===== src/rtl/stall_sampler_pkg.sv =====
package stall_sampler_pkg;
    localparam int unsigned GEN_W = 32;

    // Maximal-length feedback taps at positions 32, 22, 2, 1 (1-based).
    function automatic logic [GEN_W-1:0] gen_step(input logic [GEN_W-1:0] s);
        return {s[GEN_W-2:0], s[31] ^ s[21] ^ s[1] ^ s[0]};
    endfunction
endpackage


===== src/rtl/stall_sampler_gen.sv =====
module stall_sampler_gen
    import stall_sampler_pkg::*;
#(
    parameter logic [GEN_W-1:0] SEED = 32'h1ACE_B00C
) (
    input  logic             clk_i,
    input  logic             rst_ni,
    output logic [GEN_W-1:0] rnd_o
);
    logic [GEN_W-1:0] rnd_d, rnd_q;

    always_comb begin
        rnd_d = gen_step(rnd_q);
    end

    always_ff @(posedge clk_i) begin
        if (!rst_ni) rnd_q <= SEED;
        else         rnd_q <= rnd_d;
    end

    assign rnd_o = rnd_q;

    // a nonzero seed never reaches the lock-up state
    p_gen_nonzero_r6: assert property (@(posedge clk_i) disable iff (!rst_ni)
        rnd_q != '0);
    // each cycle is a one-bit left shift of the previous state
    p_gen_shift_r6: assert property (@(posedge clk_i) disable iff (!rst_ni)
        rst_ni && $past(rst_ni) |-> rnd_q[GEN_W-1:1] == $past(rnd_q[GEN_W-2:0]));
endmodule


===== src/rtl/stall_sampler_mask.sv =====
module stall_sampler_mask #(
    parameter int unsigned CNT_W = 16
) (
    input  logic [CNT_W-1:0] n_i,
    output logic [CNT_W-1:0] mask_o
);
    // Ones in every position below the highest set bit of n_i.
    always_comb begin
        mask_o = '0;
        for (int unsigned i = 1; i < CNT_W; i++) begin
            if (n_i[i]) mask_o = CNT_W'((64'd1 << i) - 64'd1);
        end
    end
endmodule


===== src/rtl/stall_sampler.sv =====
module stall_sampler
    import stall_sampler_pkg::*;
#(
    parameter int unsigned      ADDR_W = 32,
    parameter int unsigned      OP_W   = 2,
    parameter int unsigned      CNT_W  = 16,
    parameter logic [GEN_W-1:0] SEED   = 32'h1ACE_B00C
) (
    input  logic              clk_i,
    input  logic              rst_ni,
    input  logic              ev_valid_i,
    input  logic [ADDR_W-1:0] ev_addr_i,
    input  logic [OP_W-1:0]   ev_opidx_i,
    input  logic              clr_i,
    output logic [ADDR_W-1:0] smp_addr_o,
    output logic [OP_W-1:0]   smp_opidx_o,
    output logic              smp_valid_o,
    output logic [CNT_W-1:0]  ev_count_o
);
    localparam logic [CNT_W-1:0] CNT_MAX = {CNT_W{1'b1}};

    typedef struct packed {
        logic [CNT_W-1:0]  cnt;
        logic              vld;
        logic [ADDR_W-1:0] addr;
        logic [OP_W-1:0]   op;
    } state_t;

    state_t           st_d, st_q;
    logic [GEN_W-1:0] rnd;
    logic [CNT_W-1:0] n_next, mask;
    logic             take;

    stall_sampler_gen #(.SEED(SEED)) u_gen (
        .clk_i (clk_i),
        .rst_ni(rst_ni),
        .rnd_o (rnd)
    );

    stall_sampler_mask #(.CNT_W(CNT_W)) u_mask (
        .n_i   (n_next),
        .mask_o(mask)
    );

    always_comb begin
        n_next = (st_q.cnt == CNT_MAX) ? CNT_MAX : st_q.cnt + 1'b1;
        take   = (rnd[CNT_W-1:0] & mask) == '0;
        st_d   = st_q;
        if (clr_i) begin
            st_d = '0;
        end else if (ev_valid_i) begin
            st_d.cnt = n_next;
            if (take) begin
                st_d.vld  = 1'b1;
                st_d.addr = ev_addr_i;
                st_d.op   = ev_opidx_i;
            end
        end
    end

    always_ff @(posedge clk_i) begin
        if (!rst_ni) st_q <= '0;
        else         st_q <= st_d;
    end

    assign smp_addr_o  = st_q.addr;
    assign smp_opidx_o = st_q.op;
    assign smp_valid_o = st_q.vld;
    assign ev_count_o  = st_q.cnt;

    p_count_step_r2: assert property (@(posedge clk_i) disable iff (!rst_ni)
        ev_valid_i && !clr_i && ev_count_o != CNT_MAX |=> ev_count_o == $past(ev_count_o) + 1'b1);
    p_no_overflow_r3: assert property (@(posedge clk_i) disable iff (!rst_ni)
        ev_valid_i && !clr_i && ev_count_o == CNT_MAX |=> ev_count_o == CNT_MAX);
    p_first_capture_r4: assert property (@(posedge clk_i) disable iff (!rst_ni)
        ev_valid_i && !clr_i && ev_count_o == '0 |=>
            smp_valid_o && smp_addr_o == $past(ev_addr_i) && smp_opidx_o == $past(ev_opidx_i));
    p_idle_hold_r7: assert property (@(posedge clk_i) disable iff (!rst_ni)
        !ev_valid_i && !clr_i |=> $stable(smp_addr_o) && $stable(smp_opidx_o)
            && $stable(smp_valid_o) && $stable(ev_count_o));
    p_clear_r8: assert property (@(posedge clk_i) disable iff (!rst_ni)
        clr_i |=> ev_count_o == '0 && !smp_valid_o && smp_addr_o == '0);
    p_valid_sticky_r9: assert property (@(posedge clk_i) disable iff (!rst_ni)
        smp_valid_o && !clr_i |=> smp_valid_o);
endmodule


===== config.mk =====
export PLATFORM = sky130hd
export DESIGN_NAME = stall_sampler
export DESIGN_NICKNAME = d
export VERILOG_FILES = /design/src/rtl/stall_sampler_pkg.sv /design/src/rtl/stall_sampler_gen.sv /design/src/rtl/stall_sampler_mask.sv /design/src/rtl/stall_sampler.sv
export SDC_FILE = /design/constraint.sdc
export NUM_CORES = 1
export LEC_CHECK = 0
export ABC_AREA = 1
export BUFFER_PORTS_ARGS = -buffer_cell sky130_fd_sc_hd__buf_2
export CAP_MARGIN = 20
export CORE_ASPECT_RATIO = 0.75
export CORE_MARGIN = 4
export CORE_UTILIZATION = 58
export CTS_BUF_LIST = sky130_fd_sc_hd__clkbuf_16
export CTS_CLUSTER_SIZE = 14
export DETAILED_ROUTE_END_ITERATION = 10
export PLACE_DENSITY = 0.85
export SYNTH_ARGS = -nofsm -noshare
export SYNTH_HDL_FRONTEND = slang
export SYNTH_SLANG_ARGS = --single-unit

===== constraint.sdc =====
create_clock -name clk_i -period 5.85 [get_ports clk_i]
set_clock_uncertainty 0.15 [all_clocks]
set_input_delay 0.2925 -clock clk_i [delete_from_list [all_inputs] [get_ports clk_i]]
set_output_delay 0.2925 -clock clk_i [all_outputs]
set_load 0.02 [all_outputs]

# ---- Word-level counts from Yosys, hierarchy flattened
# Index checks and enable logic that the tools add are counted.
dict set report word_totals {
  word_cells 31
  output_inout_bits 51
  reg_bits 83
}
dict set report op_classes {
  addsub 1
  n_eq_ne 1
  reduce_logical 3
  n_bitwise 5
  muxes 16
}
# op count
set ops {}
lappend ops {{16-bit by 1-bit adder with 16-bit output, second input constant} 1}
lappend ops {{16-bit bitwise AND} 1}
lappend ops {{16-bit equality test, second input constant} 1}
lappend ops {{16-bit zero test} 1}
lappend ops {{16-bit two-way mux} 1}
lappend ops {{15-bit two-way mux} 1}
lappend ops {{14-bit two-way mux} 1}
lappend ops {{13-bit two-way mux} 1}
lappend ops {{12-bit two-way mux} 1}
lappend ops {{11-bit two-way mux} 1}
lappend ops {{10-bit two-way mux} 1}
lappend ops {{9-bit two-way mux} 1}
lappend ops {{8-bit two-way mux} 1}
lappend ops {{7-bit two-way mux} 1}
lappend ops {{6-bit two-way mux} 1}
lappend ops {{5-bit two-way mux} 1}
lappend ops {{4-bit two-way mux} 1}
lappend ops {{3-bit two-way mux} 1}
lappend ops {{1-bit bitwise XOR} 3}
lappend ops {{2-bit two-way mux} 1}
lappend ops {{2-bit AND reduction} 1}
lappend ops {{2-bit OR reduction} 1}
lappend ops {{1-bit two-way mux} 1}
lappend ops {{1-bit inverter} 1}

# ---- Logic depth before layout (Yosys ltp)
# Gate-level depths: netlist of the first run.
dict set report logic_depth {
  depth_word 20
  mapped_depth 20
  depth_no_buf 18
}

# ---- By module
# Synthesis of the first run repeated with hierarchy kept, for this count alone.
dict set report unflattened {
  hier_cells 581
  area_unflattened_um2 4020.1
}
# module n_inst area_each_um2 cells_per_inst
set modules_own_cells {}
lappend modules_own_cells {stall_sampler 1 2667.6 408}
lappend modules_own_cells {stall_sampler_gen 1 1176.1 135}
lappend modules_own_cells {stall_sampler_mask 1 176.4 38}

# ---- Least setup slack after synthesis of the first run
# OpenSTA, ideal clock, no wires.
dict set report synth_timing {
  kind {register to register}
  start {register st_q (netlist bit ev_count_o[0])}
  end {register st_q (netlist bit smp_addr_o[10])}
  path_stages_with_launch 18
  setup_slack_ns 3.229
  arrival_ns 2.358
  cell_sequence {dfxtp_1 ha_1 nand2_1 nor2_2 nand3_1 nand2_1 nand3_2 nor2_4 nand3_4 nor2_4 nand2_1 nand2_1 nand2_1 nor2_2 buf_4 nand3_1 nand2_1 nor2_1}
}
dict set report synth_via {
  elab_chain_cells 20
  elab_cells_between_ends 21
}
# item line_no
set synth_rtl {}
lappend synth_rtl {{start: declaration} stall_sampler.sv:29} ;# state_t st_d, st_q;
lappend synth_rtl {{start signal: assignment} stall_sampler.sv:63} ;# else st_q <= st_d;
lappend synth_rtl {{16-bit by 1-bit adder with 16-bit output / 16-bit equality test (equally long branches)} stall_sampler.sv:46} ;# n_next = (st_q.cnt == CNT_MAX) ? CNT_MAX : st_q.cnt + 1'b1;
lappend synth_rtl {{16-bit two-way mux (*)} stall_sampler.sv:46}
lappend synth_rtl {{1-bit two-way mux} stall_sampler_mask.sv:11} ;# if (n_i[i]) mask_o = CNT_W'((64'd1 << i) - 64'd1);
lappend synth_rtl {{2-bit two-way mux} stall_sampler_mask.sv:11}
lappend synth_rtl {{3-bit two-way mux} stall_sampler_mask.sv:11}
lappend synth_rtl {{4-bit two-way mux} stall_sampler_mask.sv:11}
lappend synth_rtl {{5-bit two-way mux} stall_sampler_mask.sv:11}
lappend synth_rtl {{6-bit two-way mux} stall_sampler_mask.sv:11}
lappend synth_rtl {{[4 not listed]} --}
lappend synth_rtl {{11-bit two-way mux} stall_sampler_mask.sv:11}
lappend synth_rtl {{12-bit two-way mux} stall_sampler_mask.sv:11}
lappend synth_rtl {{13-bit two-way mux} stall_sampler_mask.sv:11}
lappend synth_rtl {{14-bit two-way mux} stall_sampler_mask.sv:11}
lappend synth_rtl {{15-bit two-way mux (*)} stall_sampler_mask.sv:11}
lappend synth_rtl {{16-bit bitwise AND (*)} stall_sampler.sv:47} ;# take = (rnd[CNT_W-1:0] & mask) == '0;
lappend synth_rtl {{16-bit zero test (*)} stall_sampler.sv:47}
lappend synth_rtl {{2-bit AND reduction (no source line) (*)} --}
# Mark *: on every way between the ends. The rest lies on a longest branch, timed or not.
# A chain may end at the register's enable or synchronous reset.

# ---- Final worst setup path of the first run
dict set report layout_timing {
  start {register st_q (netlist bit ev_count_o[0])}
  end {register st_q (netlist bit smp_addr_o[9])}
}
# Same word-level chain as after synthesis.

==> summary by stage, run 1 <==
STA
The number of failing setup endpoints in the final timing report is 0. The count of final hold-check violations is 0. The worst slew margin relative to its limit is 51.2%. At the pin with the least slew margin, the transition time is roughly 0.73 ns. The max-slew violation count is 0. The final clock period utilization by the worst path is 56.3%. Timing would allow up to 0.304 GHz.

The time the worst path needs with I/O delays and setup is 3.29 ns. For the final routed database, the setup TNS stands at 0 ns. Setup repair after global routing left no endpoint under its margin.

Clocking
The register clock-pin slew on the reported worst setup and hold paths is 0.07 ns. The number of CTS-inserted buffers is 9. At the later pin of the worst-skew pair, clock insertion delay measures 0.33 ns. The largest buffer count on any clock path is 2. The number of clock sinks is 83. The number of hold buffers added after CTS was 0. Once the clock tree was built, the resizer swapped 0 gates to a different size. The TritonCTS clock tree is built. The clock tree synthesis step divided the H-tree into 3 levels. The post-CTS setup buffer count is 0. The buffer type at the clock tree root is sky130_fd_sc_hd__clkbuf_16.

Route
The per-cell via count in the routed design is 5.07. The remaining design rule violation count is 0. The number of routed nets with antenna violations is 0. The total routed wirelength is approximately 9100 um. The detailed-route wire length per cell is roughly 13 um. The DRC marker count from the first detailed-route iteration is 194. Detailed routing inserted a total of 3,613 vias. The number of optimization iterations in the first detailed-route pass is 5.

Logic synthesis
The most area-hungry cell type in the Yosys netlist is sky130_fd_sc_hd__dfxtp_1. Counting instances in the post-synthesis netlist gives the leading cell types as 117 x sky130_fd_sc_hd__nand2_1, 101 x sky130_fd_sc_hd__nor2_1, 83 x sky130_fd_sc_hd__dfxtp_1. The sequential element share of the synthesized area is 43.3%. During synthesis, Yosys emitted a total of 0 warnings. A synthesized cell averages 7.02 um2. In the synthesized netlist the dominant register cell turns out to be sky130_fd_sc_hd__dfxtp_1. Counting flops with a built-in enable in the synthesized netlist gives 0. Of the post-synthesis cell area, the dominant cell type holds roughly 43%. In this run, synthesis produced a sequential element count of between 80 and 90. Synthesis produced a netlist with a net count of approximately 590. Synthesis produced approximately 550 cells. The count of distinct cell types in the synthesized netlist is 35. Ranked by total cell area, the synthesized netlist is headed by sky130_fd_sc_hd__dfxtp_1 43%, sky130_fd_sc_hd__nand2_1 11%, sky130_fd_sc_hd__nor2_1 9.9%.

The most frequent cell after synthesis is sky130_fd_sc_hd__nand2_1. The async set-or-reset flop fraction in the synthesized netlist is 0%. The cell area that synthesis handed to floorplanning was 0.00383 mm2.

Die
The vertical die dimension is 78.4 um. The core area is 0.00635 mm2. For this configuration, the core starts out at a cell density of between 60% and 70%. The area of the die is 0.00799 mm2. The cell row count is 25. In this run the count of I/O pins placed on the die edge is 89. Measured along the x axis, the die boundary spans 102 um.

GRT
The via count of the first global-routing pass came to about 3,200. Entering global routing, the biggest net connects 46 pins. The initial antenna violation count is 0. The overflow left after global routing is 0. The first-pass GRT wire length is between 10,000 and 15,000 um. For this run, the total global-route usage over all layers was measured as 23.2%.

Worst setup path
The top fanout value on the critical path is 34. STA classifies the critical path startpoint as a register. The worst setup path is of the register to register kind. The most frequent cell on the critical path is sky130_fd_sc_hd__nand2_1. The largest stage delay on the critical path is 0.57 ns. The worst path required time is between 5 and 6 ns. The arrival time of data at the critical path endpoint is 3.37 ns. The master of the slowest instance on the critical path is sky130_fd_sc_hd__nor2_4. Traced cell by cell, the critical path runs through ha_1 -> nand2_1 -> nor2_2 -> nand2_2 -> inv_2 -> nand2_2 -> nand2_1 -> nor2_2 -> nand3_4 -> nor2_4 -> nand3_1 -> nand2_1 -> inv_2 -> nor2_4 -> nand3_1 -> nand2_1 -> nor2_1. The setup slack of the most critical reg-to-reg path is 2.56 ns.

The cell family contributing the most delay on the critical path is simple AND/OR/NAND/NOR gates. The sort of element at the end of the critical path is a register. The number of buffer and inverter stages on the critical path is 2.

Status
The flow ran to the end, and the final reports show no timing, DRC or antenna violations.

Flow run
The number of maximum-capacitance constraint violations is 0.

Place
Input and output buffers added on the ports amount to 88. Summed over all nets, the half-perimeter wirelength after detailed placement is 6290 um. The weighted congestion reported at the end of routability-driven placement is around 0.91.

In this run the cell area measured after placement is 0.00428 mm2.

Finish
The filler cells instantiated in the layout total 519. The antenna diode count is 0. The finished cells cover 0.00461 mm2. The post-route netlist has 24.5% of its cells at a drive strength greater than 1. The layout net count is around 670. From synthesis to final layout, the design area changed by 20.1%.

Pwr
The analysis attributes to cell leakage a power of between 0.002 and 0.0025 uW. In this run the power density over the cells is 309 mW/mm2. VDD sags by at most 0.196 mV.

Hold path
The min-delay analysis places its worst path in the category input pin to register.
[layout make-up]
type                       count  area [um2]  area share (%)
multi-input combinational    356        1720            37.3
tap                           81         101            2.20
timing repair buffer          90         475            10.3
clock inverter                 7        98.8            2.15
clock buffer                   9         225            4.89
sequential                    83        1660            36.1
inverter                      87         327            7.09
[placed cells by master (no fill, tap or decap), drive strengths merged, types with 2 or more instances in the layout]
master  instances
or2            11
nand4           7
clkbuf          9
nand3b          3
bufinv          2
nand3          54
o211ai          2
xor2            3
nand2         122
clkinv          2
a21oi          13
a221oi          2
buf            90
nor2          117
dfxtp          83
o21ai          16
inv            89
[per-stage QoR]
step                      setup WS (ns)  hold WS (ns)  total power [uW]  instances  util (%)
after detailed placement           2.63         0.249               818        697      67.4
after global placement             2.45         0.242               804        696      67.0
final                              2.56         0.123              1420        713      72.6
after global routing               2.32         0.130              1480        713      72.6
after floorplan                    3.23         0.240               767        546         -
after CTS                          2.56         0.120              1430        713      72.6
[worst min-delay path, stage by stage]
cell	delay, ns
sky130_fd_sc_hd__buf_2	0.08
sky130_fd_sc_hd__inv_1	0.03
sky130_fd_sc_hd__nand3_1	0.06
sky130_fd_sc_hd__nand2_1	0.04
sky130_fd_sc_hd__nor2_1	0.07
[registers in the layout, summed over array words and instances (netlist names)]
name / count
smp_valid_o: 1
u_gen.rnd_o: 32
smp_opidx_o: 2
smp_addr_o: 32
ev_count_o: 16
[per-layer routing]
layer  vias up  routed length (um)  global-route usage [%]
met5         -                   0                       0
met4         0                 130                    7.08
met3        16                 833                    7.28
met2       160                4220                    37.5
met1      1611                3880                    29.6
li1       1826                   -                       -
[report_power, final]
group / switching [uW] / internal [uW] / total (uW)
sequential: 17.1 / 592 / 609
combinational: 130 / 70.7 / 200
clock: 235 / 377 / 612
total: 382 / 1040 / 1420
[logic make-up (layout without fill, tap and decap cells)]
kind of cell               Yosys count  after routing  synth area share, %
DFF                                 83             83                 43.3
xor gates and xnor gates             4              4                0.914
and+or+nand+nor                    315            315                 38.1
buffers and inverters              107            193                 11.9
adders and majority gates            1              1                0.326
AOI/OAI and AO/OA                   36             36                 5.38
[final timing paths]
kind | startpoint | to | depth (start not counted)
max | ev_count_o[0]$_SDFFE_PP0P_ | smp_addr_o[9]$_SDFFE_PP0P_ | 17
max reg2reg | ev_count_o[0]$_SDFFE_PP0P_ | smp_addr_o[9]$_SDFFE_PP0P_ | 17
min | ev_addr_i[18] | smp_addr_o[18]$_SDFFE_PP0P_ | 5
min reg2reg | u_gen.rnd_o[19]$_SDFF_PN1_ | u_gen.rnd_o[20]$_SDFF_PN0_ | 2
Note: power is estimated with default switching activity, not from simulation.
==> inputs of run 2 (changes only) <==
- ABC_AREA: 1 -> 0
- CORE_UTILIZATION: 58 -> 54
- PLACE_DENSITY: 0.85 -> 0.8
- clock period: 5.85 -> 3.45 ns (I/O delays scaled with it)
==> run 2 against run 1 <==
Compared with the run above: routed wire length increased by 22%; maximum frequency decreased by 0.42%; critical endpoint is now smp_addr_o[12]$_SDFFE_PP0P_; utilization increased by 1.2 points; setup slack got worse by 2.4 ns; power increased by 63%; non-clock buffer count increased by 53; sequential share of layout area decreased by 3.2 points; critical path depth decreased by 8; die area increased by 6.5%.
==> summary by stage, run 2 <==
Die
The vertical die dimension is 80.9 um (+3.2%). The cell row count is 26 (+4.0%). The area of the die is 0.00851 mm2 (+6.5%).

The starting density of the core is 55.8% (-4.6 points). The core area came to 0.00686 mm2 (+8.1%). The top-level port count was 89 (unchanged). The die extent in x was 105 um (+3.3%).

GRT
The via count of the first global-routing pass came to 3,489 (+8.4%). The pin count of the biggest net entering global routing is 37 (-20%). The overflow left after global routing is 0 (unchanged). The total global-route track usage is 25.8% (+2.6 points). The met1 track utilization from global routing is 34.2% (+4.7 points). The initial antenna violation count came to 0 (unchanged). The global routing's busiest layer is met2. The met2 layer usage reported by global route is 40.3% (+2.7 points). The first-pass GRT wire length is 17,600 um (+19%). The met3 layer usage reported by global route came to 5.40% (-1.9 points).

STA
The time the worst path needs with I/O delays and setup came to 3.31 ns (+0.0138 ns). The count of final hold-check violations is 0 (unchanged). The transition at the pin with the smallest max-transition slack is 0.597 ns (-0.133 ns). The achievable clock frequency is 0.302 GHz (-0.42%). The final sum of negative setup slack is 0 ns (unchanged). The final clock period utilization by the worst path is 95.8% (+40 points). The max-slew violation count is 0 (unchanged).

The number of failing setup endpoints in the final timing report came to 0 (unchanged). The worst slew margin relative to its limit came to 59.2% (+8.0 points).

Logic synthesis
The gate count of the mapped netlist was 409 (-25%). After synthesis, the cell types taking the most area are sky130_fd_sc_hd__dfxtp_1 43%, sky130_fd_sc_hd__nand4_1 6.4%, sky130_fd_sc_hd__a21oi_1 5.6%. By count the netlist is led by 83 x sky130_fd_sc_hd__dfxtp_1, 43 x sky130_fd_sc_hd__a21oi_1, 39 x sky130_fd_sc_hd__nand4_1. The top flip-flop cell by instance count after synthesis is sky130_fd_sc_hd__dfxtp_1. The count of distinct cell types in the synthesized netlist is 57 (+63%). The area share of the largest cell type after synthesis is 43.4% (+0.085 points). The most area-hungry cell type in the Yosys netlist is sky130_fd_sc_hd__dfxtp_1.

The number of warnings reported in the yosys synthesis log is 0 (unchanged). The async set-or-reset flop fraction in the synthesized netlist was 0% (unchanged). The net count after synthesis is 448 (-23%). Among all cell types in the netlist, the one instantiated most often is sky130_fd_sc_hd__dfxtp_1.

The count of flip-flops with a built-in enable after synthesis is 0 (unchanged). The post-synthesis cell area came to 0.00383 mm2 (-0.20%). The post-synthesis average cell area is 9.36 um2 (+33%). The sequential element share of the synthesized area came to 43.4% (+0.085 points). The number of storage elements in the synthesis netlist is 83 (unchanged).

Worst setup path
The arrival time of data at the critical path endpoint came to 3.36 ns (about the same). The worst setup path is launched from a register. The kind of critical path is register to register. The worst path required time was 3.51 ns (-2.41 ns). The sort of element at the end of the critical path is a register.

The top fanout value on the critical path is 28 (-18%).

Route
The total routed wirelength is 11,000 um (+22%). The number of routed nets with antenna violations is 0 (unchanged). The remaining design rule violation count was 0 (unchanged). The total number of vias was 3,797 (+5.1%). The detailed-route wire length per cell is 17.7 um (+39%). The number of optimization iterations in the first detailed-route pass was 7 (+2).

The DRC marker count from the first detailed-route iteration was 236 (+22%). The per-cell via count in the routed design came to 6.08 (+20%).

Finish
The utilization after layout is 73.8% (+1.2 points). The share of post-route cells with drive strength above 1 is 30.2% (+5.7 points). In the layout the commonest cells are 88 x sky130_fd_sc_hd__buf_2, 82 x sky130_fd_sc_hd__dfxtp_1, 43 x sky130_fd_sc_hd__a21oi_1, 39 x sky130_fd_sc_hd__nand4_1, 34 x sky130_fd_sc_hd__dlygate4sd3_1. Leaving out fill and tap cells, the most frequent cell in the layout is sky130_fd_sc_hd__buf_2.

The area growth from synthesis to final layout is 32.3%. The layout net count was 560 (-16%). The antenna diode count is 0 (unchanged).

Place
The total of buffers placed on input and output ports is 88 (unchanged). The placed wire-length estimate after detailed placement is 6490 um (+3.1%). The weighted congestion reported at the end of routability-driven placement is 0.936 (+2.8%).

Pwr
The power per cell area came to 458 mW/mm2 (+48%). The leakage power is 0.00214 uW (-11%). The worst-case vdd ir drop is 0.304 mV (+55%).

Hold path
The worst hold-check path type is input pin to register.

Clocking
The buffer type at the clock tree root is sky130_fd_sc_hd__clkbuf_16. The number of levels in the clock H-tree is 3 (unchanged). The TritonCTS clock tree is built. The number of CTS-inserted buffers is 9 (unchanged). The number of clock sinks came to 83 (unchanged).

The register clock-pin slew on the reported worst setup and hold paths was 0.06 ns (about the same). The largest buffer count on any clock path is 2 (unchanged). The insertion delay to the later sink of the worst-skew pair was 0.34 ns (about the same).

Status
The flow ran to the end, and the final reports show no timing, DRC or antenna violations.

Flow run
The number of maximum-capacitance constraint violations is 0 (unchanged).
-- run 2: power by group --
part	total (uW)	internal, uW	switching, uW	leakage, uW
Clock	1040	639	397	0.000158
Sequential	1030	1000	27.8	0.000680
Combinational	256	117	139	0.00130
-- run 2: layer usage --
layer / wire length [um] / vias to the layer above / part of all wire (%)
li1: - / 1763 / -
met1: 4640 / 1792 / 42
met2: 5160 / 201 / 47
met3: 895 / 41 / 8.1
met4: 329 / 0 / 3.0
met5: 0 / - / 0
-- run 2: per-stage QoR --
stage	instances	cell area (um2)	hold slack [ns]	worst slack, ns	power (uW)
floorplan	409	3830	0.0957	0.0404	1190
global placement	574	4360	0.242	0.221	1260
detailed placement	574	4360	0.243	0.124	1260
CTS	624	5030	0.0104	0.0799	2320
global route	624	5060	0.0205	-0.0151	2400
finish	624	5060	0.0215	0.143	2320
-- run 2: worst max-delay path, cell delays in order (launching register included) --
cell	delay [ns]
sky130_fd_sc_hd__dfxtp_1	0.37
sky130_fd_sc_hd__nand4_1	0.26
sky130_fd_sc_hd__nor4_2	0.43
sky130_fd_sc_hd__xor2_1	0.18
sky130_fd_sc_hd__or4_4	0.58
sky130_fd_sc_hd__o31ai_2	0.32
sky130_fd_sc_hd__o211ai_2	0.16
sky130_fd_sc_hd__buf_4	0.27
sky130_fd_sc_hd__o31ai_1	0.35
sky130_fd_sc_hd__a21oi_1	0.10
-- run 2: timing repair --
item                                   4_1_cts  5_1_grt
setup endpoints to repair                    2       33
cloned                                       0        0
setup buffers                                0        0
endpoints found under the hold margin       34        0
resized for setup                            1       10
hold buffers                                34        0
-- run 2: worst paths after layout --
check | slack [ns] | to | start | cells after the start
worst min register to register | 0.26 | u_gen.rnd_o[25]$_SDFF_PN1_ | u_gen.rnd_o[24]$_SDFF_PN0_ | 1
worst max register to register | 0.14 | smp_addr_o[12]$_SDFFE_PP0P_ | ev_count_o[1]$_SDFFE_PP0P_ | 9
worst min-delay path | 0.02 | smp_valid_o$_SDFFE_PP0P_ | clr_i | 3
worst max-delay path | 0.14 | smp_addr_o[12]$_SDFFE_PP0P_ | ev_count_o[1]$_SDFFE_PP0P_ | 9
-- run 2: cell families (layout without fill, tap and decap cells) --
logic type      count (synthesis)  after routing  share of synthesized area, %
xor+xnor                       10             10                          2.29
buf+inv                        46            163                          7.13
flops                          83             83                          43.4
compound gates                125            125                          24.0
simple gates                  140            140                          21.8
fa+ha+maj                       1              1                         0.327
mux                             4              4                          1.08
-- run 2: final cells by class --
class / instances / area, um2
Timing Repair Buffer: 143 / 1000
Clock buffer: 9 / 225
Multi-Input combinational cell: 280 / 1940
Clock inverter: 7 / 97.6
Inverter: 4 / 15.0
Fill cell: 459 / 1800
Sequential cell: 83 / 1660
Tap cell: 98 / 123
